==> config.mk <==
export PLATFORM = sky130hd
export DESIGN_NAME = burst_addr_seq
export DESIGN_NICKNAME = d
export VERILOG_FILES = /design/src/rtl/burst_seq_pkg.sv /design/src/rtl/beat_counter.sv /design/src/rtl/order_map.sv /design/src/rtl/burst_addr_seq.sv
export SDC_FILE = /design/constraint.sdc
export NUM_CORES = 1
export LEC_CHECK = 0
export ABC_AREA = 1
export BUFFER_PORTS_ARGS = -buffer_cell sky130_fd_sc_hd__buf_2
export CAP_MARGIN = 20
export CORE_MARGIN = 10
export CORE_UTILIZATION = 49
export CTS_BUF_LIST = sky130_fd_sc_hd__clkbuf_8
export CTS_CLUSTER_DIAMETER = 120
export DETAILED_ROUTE_END_ITERATION = 10
export PLACE_DENSITY = 0.89
export SYNTH_ARGS = -nofsm -noshare
export SYNTH_HDL_FRONTEND = slang
export SYNTH_HIERARCHICAL = 1
export SYNTH_SLANG_ARGS = --single-unit
==> constraint.sdc <==
create_clock -name clk -period 1.3 [get_ports clk]
set_input_delay 0.26 -clock clk [delete_from_list [all_inputs] [get_ports clk]]
set_output_delay 0.26 -clock clk [all_outputs]
set_load 0.1 [all_outputs]
==> src/rtl/burst_seq_pkg.sv <==
package burst_seq_pkg;

    typedef enum logic {
        ORD_LINEAR     = 1'b0,
        ORD_INTERLEAVE = 1'b1
    } burst_order_e;

endpackage

==> src/rtl/beat_counter.sv <==
module beat_counter #(
    parameter int BEAT_W = 2
) (
    input  logic              clk,
    input  logic              rst_n,
    input  logic              load,
    input  logic              step,
    output logic [BEAT_W-1:0] beat,
    output logic              last
);
    localparam logic [BEAT_W-1:0] LAST_BEAT = {BEAT_W{1'b1}};

    logic [BEAT_W-1:0] beat_d, beat_q;

    always_comb begin
        beat_d = beat_q;
        if (load)
            beat_d = '0;
        else if (step)
            beat_d = beat_q + 1'b1;
    end

    always_ff @(posedge clk or negedge rst_n) begin
        if (!rst_n) beat_q <= '0;
        else        beat_q <= beat_d;
    end

    assign beat = beat_q;
    assign last = (beat_q == LAST_BEAT);

    // A load always restarts the beat count
    p_load_restart_r3: assert property (@(posedge clk) disable iff (!rst_n)
        load |=> (beat == '0));

    // Without a load or a step the count is frozen
    p_count_hold_r4: assert property (@(posedge clk) disable iff (!rst_n)
        (!load && !step) |=> $stable(beat));
endmodule

==> src/rtl/order_map.sv <==
module order_map
    import burst_seq_pkg::*;
#(
    parameter int BEAT_W = 2
) (
    input  logic [BEAT_W-1:0] base_low,
    input  logic [BEAT_W-1:0] beat,
    input  burst_order_e      order,
    output logic [BEAT_W-1:0] low
);
    logic [BEAT_W-1:0] lin_low;
    logic [BEAT_W-1:0] ilv_low;

    assign lin_low = base_low + beat;

    for (genvar b = 0; b < BEAT_W; b++) begin : g_ilv
        assign ilv_low[b] = base_low[b] ^ beat[b];
    end

    always_comb begin
        low = (order == ORD_INTERLEAVE) ? ilv_low : lin_low;
        // Beat 0 must always be the start address itself
        if (beat == '0) assert (low == base_low);
    end
endmodule

==> src/rtl/burst_addr_seq.sv <==
module burst_addr_seq
    import burst_seq_pkg::*;
#(
    parameter int ADDR_W = 17,
    parameter int BEAT_W = 2
) (
    input  logic              clk,
    input  logic              rst_n,
    input  logic [ADDR_W-1:0] start_addr,
    input  logic              proc_strobe_n,
    input  logic              ctrl_strobe_n,
    input  logic              advance_n,
    input  logic              order_sel,
    output logic [ADDR_W-1:0] burst_addr,
    output logic              last_beat
);
    localparam int UPPER_W = ADDR_W - BEAT_W;

    typedef struct packed {
        logic [ADDR_W-1:0] base;
        burst_order_e      order;
    } seq_state_t;

    seq_state_t        st_d, st_q;
    logic              load, step;
    logic [BEAT_W-1:0] beat;
    logic [BEAT_W-1:0] low;

    assign load = !proc_strobe_n || !ctrl_strobe_n;
    assign step = !advance_n && proc_strobe_n && ctrl_strobe_n;

    always_comb begin
        st_d = st_q;
        if (load) begin
            st_d.base  = start_addr;
            st_d.order = order_sel ? ORD_INTERLEAVE : ORD_LINEAR;
        end
    end

    always_ff @(posedge clk or negedge rst_n) begin
        if (!rst_n) begin
            st_q.base  <= '0;
            st_q.order <= ORD_INTERLEAVE;
        end else begin
            st_q <= st_d;
        end
    end

    beat_counter #(.BEAT_W(BEAT_W)) i_beat_counter (
        .clk   (clk),
        .rst_n (rst_n),
        .load  (load),
        .step  (step),
        .beat  (beat),
        .last  (last_beat)
    );

    order_map #(.BEAT_W(BEAT_W)) i_order_map (
        .base_low (st_q.base[BEAT_W-1:0]),
        .beat     (beat),
        .order    (st_q.order),
        .low      (low)
    );

    assign burst_addr = {st_q.base[ADDR_W-1:BEAT_W], low};

    // The loaded start address appears one edge later
    p_load_shows_start_r2: assert property (@(posedge clk) disable iff (!rst_n)
        load |=> (burst_addr == $past(start_addr)));

    // No load and no step: the address holds
    p_hold_r4: assert property (@(posedge clk) disable iff (!rst_n)
        (!load && !step) |=> $stable(burst_addr));

    // Upper bits never move without a load
    p_upper_fixed_r7: assert property (@(posedge clk) disable iff (!rst_n)
        !load |=> $stable(burst_addr[ADDR_W-1:BEAT_W]));

    // Stepping past the last beat lands back on the start address
    p_wrap_r7: assert property (@(posedge clk) disable iff (!rst_n)
        (last_beat && step && !load) |=> (burst_addr == st_q.base && !last_beat));

    // The flag persists while the address is held
    p_last_hold_r8: assert property (@(posedge clk) disable iff (!rst_n)
        (last_beat && !step && !load) |=> last_beat);

    if (UPPER_W < 1) begin : g_bad_width
        initial assert (0) else $error("ADDR_W must exceed BEAT_W");
    end
endmodule

# Word level (Yosys, flattened, before mapping)
# Index checks and enable logic that the tools add are counted.
dict set report word_totals {
  regBits 20
  elab_cells 19
}
dict set report classes {
  addsub 2
  reduce_logical 7
  muxes 4
  bitwise_logic 2
  n_eq_ne 1
}
# operator n
set ops {}
lappend ops {{2-bit 2-to-1 mux} 3}
lappend ops {{1-bit zero test} 3}
lappend ops {{2-bit by 1-bit adder with 2-bit output (second input constant)} 1}
lappend ops {{2-bit adder} 1}
lappend ops {{2-bit equality test (second input constant)} 1}
lappend ops {{1-bit logical AND} 2}
lappend ops {{2-bit nonzero test} 1}
lappend ops {{1-bit XOR} 2}
lappend ops {{1-bit logical OR} 1}
lappend ops {{1-bit 2-to-1 mux} 1}

# Longest topological paths before layout
# Gate-level depths: netlist of the first run.
dict set report depth {
  ltp_word 5
  depth_mapped 7
  depth_no_buf 6
}

# Cells and area by module
# The synthesis of the first run kept the hierarchy.
# module cells_each area_per_inst_um2 instances seq_area_each_um2
set by_module_without_submodules {}
lappend by_module_without_submodules {burst_addr_seq 95 877.1 1 451.7}
lappend by_module_without_submodules {beat_counter 12 97.6 1 50.0}
lappend by_module_without_submodules {order_map 15 67.6 1 0.0}

# Worst setup path after synthesis of the first run
# Ideal clock, no wire load.
dict set report synth_timing {
  path_kind {reg2out}
  from {reg i_beat_counter.beat_q[0] (netlist: i_beat_counter/beat[0])}
  to {out burst_addr[1]}
  stages_incl_launch_ff 7
  t_required_ns 1.040
  setup_slack_ns -0.314
  t_arrival_ns 1.354
  cell_sequence {dfrtp_1 ha_1 inv_1 nor2_1 nand3_1 nand2_1 inv_1}
}
dict set report synth_via {
  elab_chain_cells 2
}
# element line_no
set synth_rtl {}
lappend synth_rtl {{start, declared} beat_counter.sv:13} ;# logic [BEAT_W-1:0] beat_d, beat_q;
lappend synth_rtl {{start signal, assigned} beat_counter.sv:25} ;# else beat_q <= beat_d;
lappend synth_rtl {{2-bit adder} order_map.sv:14} ;# assign lin_low = base_low + beat;
lappend synth_rtl {{2-bit 2-to-1 mux} order_map.sv:21} ;# low = (order == ORD_INTERLEAVE) ? ilv_low : lin_low;
lappend synth_rtl {{end, declared} burst_addr_seq.sv:14} ;# output logic [ADDR_W-1:0] burst_addr,
# Every way passes these cells.

# Worst setup path after layout of the first run
dict set report layout_timing {
  from {reg st_q[1] (netlist name)}
  to {out burst_addr[1]}
}
dict set report layout_via {
  elab_chain_cells 2
}
# element line_no
set layout_rtl {}
lappend layout_rtl {{start, declared} burst_addr_seq.sv:24} ;# seq_state_t st_d, st_q;
lappend layout_rtl {{start signal, assigned} burst_addr_seq.sv:45} ;# st_q <= st_d;
lappend layout_rtl {{2-bit adder} order_map.sv:14}
lappend layout_rtl {{2-bit 2-to-1 mux} order_map.sv:21}
# Every way passes these cells.

==> impl_metrics.csv, run 1 <==
group,metric,value,unit
floorplanning,die_height,66.1,microns
timing,tightestPinTransition,0.453,ns
logic_synthesis,ys_ff_latch,20,
clocking,h-tree-depth,1,
logic_synthesis,syn_nets,147,
place,io_buffers,40,
logic_synthesis,yosys.area.top_type,"dfrtp_1",
setup_path,slowest_delay,0.42,ns
clocking,clock-sinks,20,
setup_path,r2r_setup_slack,0.13,ns
min_path,hold_path_end,"burst_addr[2]",
timing,fin_hold_ws,0.185,ns
clocking,cts_tree,"built",
global_routing,grt_overflow,0,
route,via_count,856,
setup_path,cp.required,1.04,ns
setup_path,worstPathCellList,"ha_4 > inv_2 > nor2_1 > nand3_1 > nand2_2 > clkinvlp_4 > buf_12",
power_and_ir_drop,ir_drop,934,uV
logic_synthesis,synth.area.top_cells,"dfrtp_1 (46%), nand2_1 (17%), buf_4 (11%), nand3_1 (10%), buf_6 (5.4%)",
route,dr.pass1.iters,4,
power_and_ir_drop,power_per_cell_area,1360,nW/um^2
global_routing,grt_pass1_wl,4260,microns
global_routing,antenna_found_initial,0,
place,hpwl,2010,microns
route,wl_per_cell,15.4,microns
setup_path,rr_worst_depth,5,
logic_synthesis,synth_top_cell_area_share,45.6,%
place,dp_cells,171,
logic_synthesis,synth_area,1040,sq um
setup_path,worstSetupPathType,"register to primary output",
power_and_ir_drop,report.power.total,2.05,mW
global_routing,grt_max_degree,22,
place,preCtsSetupSlack,-0.0537,ns
timing,min_period_over_period,127,%
power_and_ir_drop,p_leak,0.790,nW
finish,drive_above_1_share,37.7,%
floorplanning,std_cell_rows,16,
finish,stdcell_count,178,
logic_synthesis,syn_avg_cell_area,8.54,sq um
timing,final.setup.worst_slack,-0.353,ns
setup_path,crit_path_top_delay_cell,"dfrtp_1",
min_path,hold_depth,3,
flow_run,drv_cap,0,
status,status,"finished, violations left",
setup_path,worst_setup_path_end_kind,"primary output",
global_routing,grt_pass1_vias,902,
timing,finalHoldViolCount,0,
logic_synthesis,ys_warn_count,6,
setup_path,start_kind,"register",
status,violations,"setup timing",
floorplanning,start_util,52.1,%
setup_path,cp_max_fo,2,
route,wl,2740,microns
floorplanning,dieArea,4370,sq um
timing,period_minus_slack,1.65,ns
finish,utilization,75.6,%
clocking,clk_latency,0.26,ns
timing,slew_viol_final,0,
timing,rsz0062_at_grt,"true",
setup_path,arrival,1.39,ns
finish,diodes,0,
logic_synthesis,synthCells,122,
setup_path,r2r_end,"i_beat_counter/beat[1]",
route,drc,0,
clocking,clk_path_buf_depth,2,
clocking,tritoncts.num_buffers,3,
route,viasPerCell,4.81,
min_path,hold_start,"start_addr[2]",
clocking,clk_pin_slew,0.07,ns
timing,timing.fmax,0.605,GHz
setup_path,reg2reg_from,"i_beat_counter/beat[0]",
global_routing,track_usage,12.7,%
place,place_area,1390,sq um
min_path,hold_class,"input pin to register",
finish,area_delta_synth_final,45.3,%
timing,max_slew_margin,69.8,%
floorplanning,coreArea,2000,sq um
finish,final_cell_area,1510,sq um
floorplanning,die_w,66.1,microns
clocking,root_buffer,"clkbuf_8",
logic_synthesis,seq_area_frac_synth,48.1,%
place,globalplace.congestion,0.723,
floorplanning,io_pins,41,
timing,fin_worst_skew,0.000140,ns
timing,finalSetupViolations,3,
timing,tns,-0.711,ns
route,drt_iter0_markers,18,
route,ant_nets,0,
logic_synthesis,yosys.cell_types.count,12,
finish,fin_nets,177,
==> state kept, by name, summed over array words and instances (netlist names) <==
signal,count
burst_addr,15
st_q,3
i_beat_counter/beat,2
==> per-layer routing <==
layer	GRT usage [%]	vias to the layer above	share of wire [%]
met5	0	-	0
met4	9.42	0	3.5
met3	2.88	7	4.3
met2	23.2	19	58
met1	11.9	408	35
li1	-	422	-
==> power by group <==
group / total (mW) / switching [mW] / leakage, nW / internal [mW]
clock: 0.630 / 0.218 / 0.0357 / 0.412
sequential: 0.724 / 0.0529 / 0.241 / 0.671
combinational: 0.699 / 0.457 / 0.513 / 0.242
==> how the worst max path moves through the flow <==
stage | start | to | slack, ns
2_1_floorplan | i_beat_counter/beat[0] | burst_addr[1] | -0.18
3_3_place_gp | i_beat_counter/beat[0] | burst_addr[1] | 0.002
3_5_place_dp | st_q[1] | burst_addr[1] | -0.05
4_1_cts | i_beat_counter/beat[0] | burst_addr[1] | -0.32
5_1_grt | st_q[1] | burst_addr[1] | -0.41
6_report | st_q[1] | burst_addr[1] | -0.35
==> cell families (layout without fill, tap and decap cells) <==
kind of cell	after synthesis	in the layout	share of synthesized area [%]
fa+ha+maj	2	2	2.40
buf+inv	27	56	19.7
flops	20	20	48.1
simple gates	73	73	29.8
==> layout make-up <==
| type | count | area, sq um |
|---|---|---|
| clock buffer | 3 | 41.3 |
| clock inverter | 1 | 30.0 |
| fill | 130 | 488 |
| inverter | 6 | 26.3 |
| multi-input combinational | 75 | 363 |
| sequential | 20 | 502 |
| tap | 27 | 33.8 |
| timing repair buffer | 46 | 518 |
==> cell usage after synthesis <==
| cell type | instances |
|---|---|
| buf_4 | 15 |
| buf_6 | 5 |
| clkbuf_8 | 1 |
| dfrtp_1 | 19 |
| dfstp_2 | 1 |
| ha_1 | 2 |
| inv_1 | 6 |
| nand2_1 | 46 |
| nand2_4 | 1 |
| nand3_1 | 21 |
| nor2_1 | 4 |
| nor2_2 | 1 |
==> cells in the final DEF (no fill, tap or decap) <==
cell | synthesis | routed
buf_12 | 0 | 18
buf_2 | 0 | 22
buf_4 | 15 | 5
bufinv_16 | 0 | 1
clkbuf_8 | 1 | 3
clkinvlp_4 | 0 | 1
dfrtp_1 | 19 | 19
dfstp_2 | 1 | 1
dlygate4sd3_1 | 0 | 1
ha_4 | 0 | 2
inv_1 | 6 | 4
inv_2 | 0 | 1
nand2_1 | 46 | 45
nand2_2 | 0 | 1
nand2_4 | 1 | 1
nand3_1 | 21 | 21
nor2_1 | 4 | 4
nor2_2 | 1 | 1
==> critical path: cells and delay by family (launching register included) <==
kind                     cells  cell delay [ns]
adder cells (fa/ha/maj)      1             0.16
flip-flops                   1             0.42
buffers and inverters        3             0.29
AND/OR/NAND/NOR              3             0.26
==> what timing repair did <==
action                                  CTS  global route
endpoints found under the setup margin    3             3
buffers inserted                          1             2
hold buffers                              1             0
pin swaps                                 1             1
hold endpoints to repair                 19             0
gates cloned                              0             0
resized for setup                         5             0
No activity file was read; power rests on OpenSTA's default activity.
==> run 2, diff against run 1 <==
--- a/config.mk
+++ b/config.mk
@@ -5,15 +5,14 @@
 export SDC_FILE = /design/constraint.sdc
 export NUM_CORES = 1
 export LEC_CHECK = 0
-export ABC_AREA = 1
 export BUFFER_PORTS_ARGS = -buffer_cell sky130_fd_sc_hd__buf_2
 export CAP_MARGIN = 20
 export CORE_MARGIN = 10
-export CORE_UTILIZATION = 49
+export CORE_UTILIZATION = 44
 export CTS_BUF_LIST = sky130_fd_sc_hd__clkbuf_8
 export CTS_CLUSTER_DIAMETER = 120
 export DETAILED_ROUTE_END_ITERATION = 10
-export PLACE_DENSITY = 0.89
+export PLACE_DENSITY = 0.86
 export SYNTH_ARGS = -nofsm -noshare
 export SYNTH_HDL_FRONTEND = slang
 export SYNTH_HIERARCHICAL = 1
==> constraint.sdc (replaced) <==
create_clock -name clk -period 1.5 [get_ports clk]
set_input_delay 0.3 -clock clk [delete_from_list [all_inputs] [get_ports clk]]
set_output_delay 0.3 -clock clk [all_outputs]
set_load 0.1 [all_outputs]
==> run 2 against run 1 <==
The run still ends with setup timing left. Clock-buffer cell count rose by 1. Sequential share of layout area increased by 5.4 points. Worst setup slack improved by 0.25 ns. Core utilization is 16 points lower. Power is 25% lower. Non-clock buffer count did not move. Sequential cell count unchanged. Register-to-register slack improved by 0.22 ns. Clock power down 37%. Critical path depth shrank 3.
==> impl_metrics.csv, run 2 <==
group,metric,value,unit
flow_run,drv_cap,0,
place,globalplace.congestion,0.664,
route,drt_iter0_markers,8,
logic_synthesis,syn_avg_cell_area,15.0,sq um
logic_synthesis,yosys.cell_types.count,11,
clocking,root_buffer,"clkbuf_8",
timing,finalSetupViolations,1,
global_routing,grt_pass1_vias,669,
timing,rsz0062_at_grt,"true",
power_and_ir_drop,power_per_cell_area,1180,nW/um^2
logic_synthesis,async_flop_share,100,%
logic_synthesis,synthTopCellsByCount,"dfrtp_1 (19), mux2_4 (18), buf_4 (15), nor2_1 (3), xnor2_1 (3)",
clocking,clock-sinks,20,
route,via_count,554,
place,place_area,1200,sq um
place,hpwl,1570,microns
timing,fin_hold_ws,0.272,ns
global_routing,track_usage,9.01,%
route,wl,1960,microns
logic_synthesis,yosys.area.top_type,"dfrtp_1",
global_routing,grt_pass1_wl,3210,microns
logic_synthesis,synth_most_common_cell,"dfrtp_1",
finish,drive_above_1_share,74.7,%
min_path,hold_class,"input pin to register",
timing,timing.fmax,0.623,GHz
floorplanning,die_height,67.5,microns
route,dr.pass1.iters,2,
power_and_ir_drop,p_leak,0.674,nW
global_routing,grt_max_degree,21,
route,viasPerCell,4.36,
floorplanning,coreArea,2170,sq um
timing,min_period_over_period,107,%
floorplanning,std_cell_rows,17,
clocking,clk_pin_slew,0.07,ns
logic_synthesis,seq_area_frac_synth,50.6,%
logic_synthesis,ys_warn_count,6,
clocking,clk_path_buf_depth,2,
route,wl_per_cell,15.4,microns
logic_synthesis,synth_area,992,sq um
floorplanning,die_w,67.5,microns
power_and_ir_drop,report.power.total,1.54,mW
clocking,cts_tree,"built",
timing,slew_viol_final,0,
finish,fill_cells,195,
status,status,"finished, violations left",
finish,diodes,0,
floorplanning,dieArea,4550,sq um
finish,fin_nets,125,
finish,area_delta_synth_final,31.1,%
setup_path,cp_max_fo,2,
logic_synthesis,synth_top_cell_area_share,47.9,%
timing,final.setup.worst_slack,-0.105,ns
place,io_buffers,40,
clocking,tritoncts.num_buffers,3,
timing,tightestPinTransition,0.501,ns
setup_path,cp.required,1.20,ns
logic_synthesis,synth_edf_count,0,
logic_synthesis,ys_ff_latch,20,
clocking,h-tree-depth,1,
global_routing,antenna_found_initial,0,
logic_synthesis,synthCells,66,
finish,layout_common_cells,"buf_2 (37), dfrtp_1 (19), mux2_4 (18)",
route,ant_nets,0,
clocking,clk_latency,0.25,ns
timing,max_slew_margin,66.8,%
finish,largest_reg_flops,15,
setup_path,start_kind,"register",
logic_synthesis,synth.area.top_cells,"dfrtp_1 (48%), mux2_4 (27%), buf_4 (11%), dfstp_2 (2.6%), xnor2_1 (2.6%)",
floorplanning,start_util,45.7,%
finish,multi_input_area,404,sq um
setup_path,arrival,1.30,ns
setup_path,worst_setup_path_end_kind,"primary output",
timing,finalHoldViolCount,0,
route,drc,0,
status,violations,"setup timing",
finish,final_cell_area,1300,sq um
finish,final_common_cell,"buf_2",
setup_path,worstSetupPathType,"register to primary output",
logic_synthesis,syn_nets,91,
floorplanning,io_pins,41,
finish,ff_latch_area,502,sq um
timing,fin_worst_skew,0.00236,ns
global_routing,grt_overflow,0,
power_and_ir_drop,ir_drop,728,uV
timing,period_minus_slack,1.60,ns
logic_synthesis,synth_ff_type,"dfrtp_1",
[run 2: changes by cell type after synthesis, sizes merged]
cell	delta
buf	-3
clkbuf	-1
inv	-6
mux2	+18
mux2i	+1
nand2	-46
nand3	-21
nor2	-2
nor2b	+1
xnor2	+3
[run 2: layer usage]
layer / global-route usage [%] / routed length [microns] / vias up
met5: 0 / 0 / -
met4: 3.85 / 0 / 0
met3: 1.49 / 81 / 0
met2: 15.7 / 1090 / 12
met1: 10.6 / 792 / 273
li1: - / - / 269
[run 2: cells by family (layout without fill, tap and decap cells)]
logic type                 after synthesis  count (layout)  synth area share [%]
DFF                                     20              20                  50.6
and+or+nand+nor                          5               5                  2.40
muxes                                   19              19                  28.2
adders and majority gates                2               2                  2.52
buffers and inverters                   17              50                  13.6
xor gates and xnor gates                 3               3                  2.65
[run 2: path summary, 6_finish.rpt]
kind | start | end | slack, ns | cells after the start
worst min register to register | burst_addr[14] | burst_addr[14] | 0.51 | 1
worst max register to register | i_beat_counter/beat[0] | i_beat_counter/beat[1] | 0.35 | 4
min in group asynchronous | rst_n | burst_addr[7] | 0.55 | 2
max in group asynchronous | rst_n | st_q[0] | 0.62 | 2
worst max-delay path | i_beat_counter/beat[0] | burst_addr[1] | -0.10 | 4
worst min-delay path | start_addr[5] | burst_addr[5] | 0.27 | 2
[run 2: worst max-delay path: stages, from the launching register on]
cell and delay, ns:
dfrtp_1 0.41, ha_4 0.16, nor2b_4 0.13, xnor2_4 0.15, buf_12 0.19
[run 2: final cells by class]
| type | count | area share (%) |
|---|---|---|
| sequential | 20 | 38.6 |
| multi-input combinational | 29 | 31.1 |
| timing repair buffer | 46 | 23.5 |
| clock buffer | 4 | 4.23 |
| tap | 28 | 2.69 |
[run 2: what timing repair did]
item / in CTS / in global routing
hold buffers: 1 / 0
endpoints found under the hold margin: 19 / 0
setup endpoints to repair: 2 / 3
setup buffers: 2 / 0
pin swaps: 1 / 0
resized for setup: 1 / 2
[run 2: metrics by stage]
stage | worst slack, ns | cells | utilization (%) | setup TNS (ns)
after floorplan | -0.0816 | 66 | - | -0.0816
after global placement | 0.116 | 120 | 55.4 | 0
after detailed placement | 0.0853 | 120 | 55.4 | 0
after CTS | -0.132 | 127 | 59.4 | -0.132
after global routing | -0.153 | 127 | 60.0 | -0.166
final | -0.105 | 127 | 60.0 | -0.105
[run 2: power by group]
part / switching, mW / internal (mW)
sequential: 0.0257 / 0.583
combinational: 0.376 / 0.155
clock: 0.167 / 0.233
==> run 3, diff against run 2 <==
--- a/config.mk
+++ b/config.mk
@@ -7,6 +7,7 @@
 export LEC_CHECK = 0
 export BUFFER_PORTS_ARGS = -buffer_cell sky130_fd_sc_hd__buf_2
 export CAP_MARGIN = 20
+export CORE_ASPECT_RATIO = 1.25
 export CORE_MARGIN = 10
 export CORE_UTILIZATION = 44
 export CTS_BUF_LIST = sky130_fd_sc_hd__clkbuf_8
==> constraint.sdc (replaced) <==
create_clock -name clk -period 1.5 [get_ports clk]
set_input_delay 0.15 -clock clk [delete_from_list [all_inputs] [get_ports clk]]
set_output_delay 0.15 -clock clk [all_outputs]
set_load 0.1 [all_outputs]
==> run 3 against run 2 <==
The flow now finishes without violations. Worst hold slack got worse by 0.15 ns. Cell count increased by 0.79%. Wire length increased by 2.7%. Critical path type unchanged. Critical endpoint unchanged. Largest cell class unchanged. Largest power group unchanged.
==> impl_metrics.csv, run 3 (same netlist as run 2, synthesis figures left out) <==
group,metric,value,unit
floorplanning,dieArea,4570,sq um
setup_path,rr_worst_depth,4,
clocking,h-tree-depth,1,
clocking,clk_pin_slew,0.07,ns
floorplanning,die_w,62.5,microns
floorplanning,start_util,45.4,%
clocking,clk_latency,0.25,ns
route,wl,2010,microns
finish,final_cell_area,1280,sq um
clocking,tritoncts.num_buffers,3,
timing,max_slew_margin,67.6,%
floorplanning,die_height,73.1,microns
flow_run,drv_cap,0,
global_routing,grt_pass1_wl,3310,microns
finish,drive_above_1_share,73.2,%
setup_path,worst_setup_path_end_kind,"primary output",
clocking,root_buffer,"clkbuf_8",
timing,timing.fmax,0.687,GHz
timing,final.setup.worst_slack,0.0446,ns
global_routing,grt_max_degree,21,
min_path,hold_depth,2,
timing,tightestPinTransition,0.490,ns
route,drc,0,
clocking,clock-sinks,20,
setup_path,reg2reg_from,"i_beat_counter/beat[0]",
clocking,cts_tree,"built",
timing,min_period_over_period,97.0,%
finish,multi_input_area,392,sq um
setup_path,slowest_delay,0.37,ns
setup_path,crit_path_top_delay_cell,"dfrtp_1",
finish,fill_cells,194,
global_routing,grt_pass1_vias,701,
floorplanning,std_cell_rows,19,
min_path,hold_path_end,"burst_addr[7]",
setup_path,worstPathCellList,"ha_2 > nor2b_4 > xnor2_4 > buf_12",
clocking,clk_path_buf_depth,2,
timing,period_minus_slack,1.46,ns
finish,ff_latch_area,502,sq um
timing,rsz0062_at_grt,"true",
place,preCtsSetupSlack,0.157,ns
route,via_count,588,
setup_path,worstSetupPathType,"register to primary output",
place,globalplace.congestion,0.618,
place,place_area,1160,sq um
route,dr.pass1.iters,2,
finish,layout_common_cells,"buf_2 (37), dfrtp_1 (19), mux2_4 (18)",
timing,fin_worst_skew,0.0000814,ns
setup_path,arrival,1.31,ns
floorplanning,coreArea,2190,sq um
route,ant_nets,0,
global_routing,antenna_found_initial,0,
power_and_ir_drop,p_leak,0.671,nW
timing,tns,0,ns
min_path,hold_start,"start_addr[7]",
timing,finalSetupViolations,0,
status,status,"complete, no violations",
global_routing,track_usage,9.11,%
floorplanning,io_pins,41,
power_and_ir_drop,report.power.total,1.66,mW
power_and_ir_drop,power_per_cell_area,1300,nW/um^2
min_path,hold_class,"input pin to register",
finish,fin_nets,123,
route,wl_per_cell,15.7,microns
setup_path,r2r_end,"i_beat_counter/beat[1]",
timing,finalHoldViolCount,0,
finish,area_delta_synth_final,29.1,%
setup_path,cp_max_fo,2,
finish,diodes,0,
setup_path,critPathLaunch,"st_q[1]",
place,io_buffers,40,
global_routing,grt_overflow,0,
place,hpwl,1580,microns
setup_path,cp.required,1.35,ns
setup_path,r2r_setup_slack,0.31,ns
setup_path,start_kind,"register",
route,viasPerCell,4.59,
power_and_ir_drop,ir_drop,673,uV
timing,slew_viol_final,0,
route,drt_iter0_markers,15,
finish,utilization,58.6,%
finish,largest_reg_flops,15,
finish,final_common_cell,"buf_2",
[run 3: through the flow]
step                hold WS [ns]  cells
finish                     0.121    128
global route               0.104    128
CTS                        0.114    127
detailed placement         0.121    121
global placement           0.103    121
floorplan                 -0.146     66
[run 3: how the worst max path moves through the flow]
stage / endpoint / slack (ns) / cells after the start
final: burst_addr[1] / 0.04 / 4
after global routing: burst_addr[1] / -0.02 / 4
after CTS: burst_addr[1] / 0.009 / 4
after detailed placement: burst_addr[1] / 0.16 / 4
after global placement: burst_addr[1] / 0.19 / 4
after floorplan: burst_addr[1] / 0.02 / 3
[run 3: metal layers]
metal | vias to the layer above | track usage (%) | part of all wire, %
met4 | 0 | 3.73 | 1.2
li1 | 266 | - | -
met3 | 4 | 5.68 | 13
met5 | - | 0 | 0
met2 | 39 | 11.9 | 39
met1 | 279 | 11.6 | 47
[run 3: final cells by class]
type                            instances  share of cell area [%]
Tap cell                               31                    3.03
Multi-Input combinational cell         29                    30.6
Clock inverter                          1                    2.34
Sequential cell                        20                    39.2
Clock buffer                            3                    3.22
Timing Repair Buffer                   44                    21.7
[run 3: report_power, final]
part | total, mW | switching [mW] | internal, mW
sequential | 0.609 | 0.0262 | 0.583
clock | 0.529 | 0.173 | 0.356
combinational | 0.524 | 0.373 | 0.150
total | 1.66 | 0.573 | 1.09
[run 3: critical path, delay by kind of cell (launching register included)]
family / cells / cell delay [ns]
xor gates and xnor gates: 1 / 0.13
adders and majority gates: 1 / 0.17
buffers and inverters: 1 / 0.19
DFF: 1 / 0.37
and+or+nand+nor: 1 / 0.18
[run 3: what timing repair did]
item | 4_1_cts | 5_1_grt
gates resized for setup | 4 | 1
setup endpoints to repair | 1 | 2
hold endpoints to repair | 19 | 0
buffers inserted | 1 | 1
hold buffers | 1 | 0
pin swaps | 1 | 1
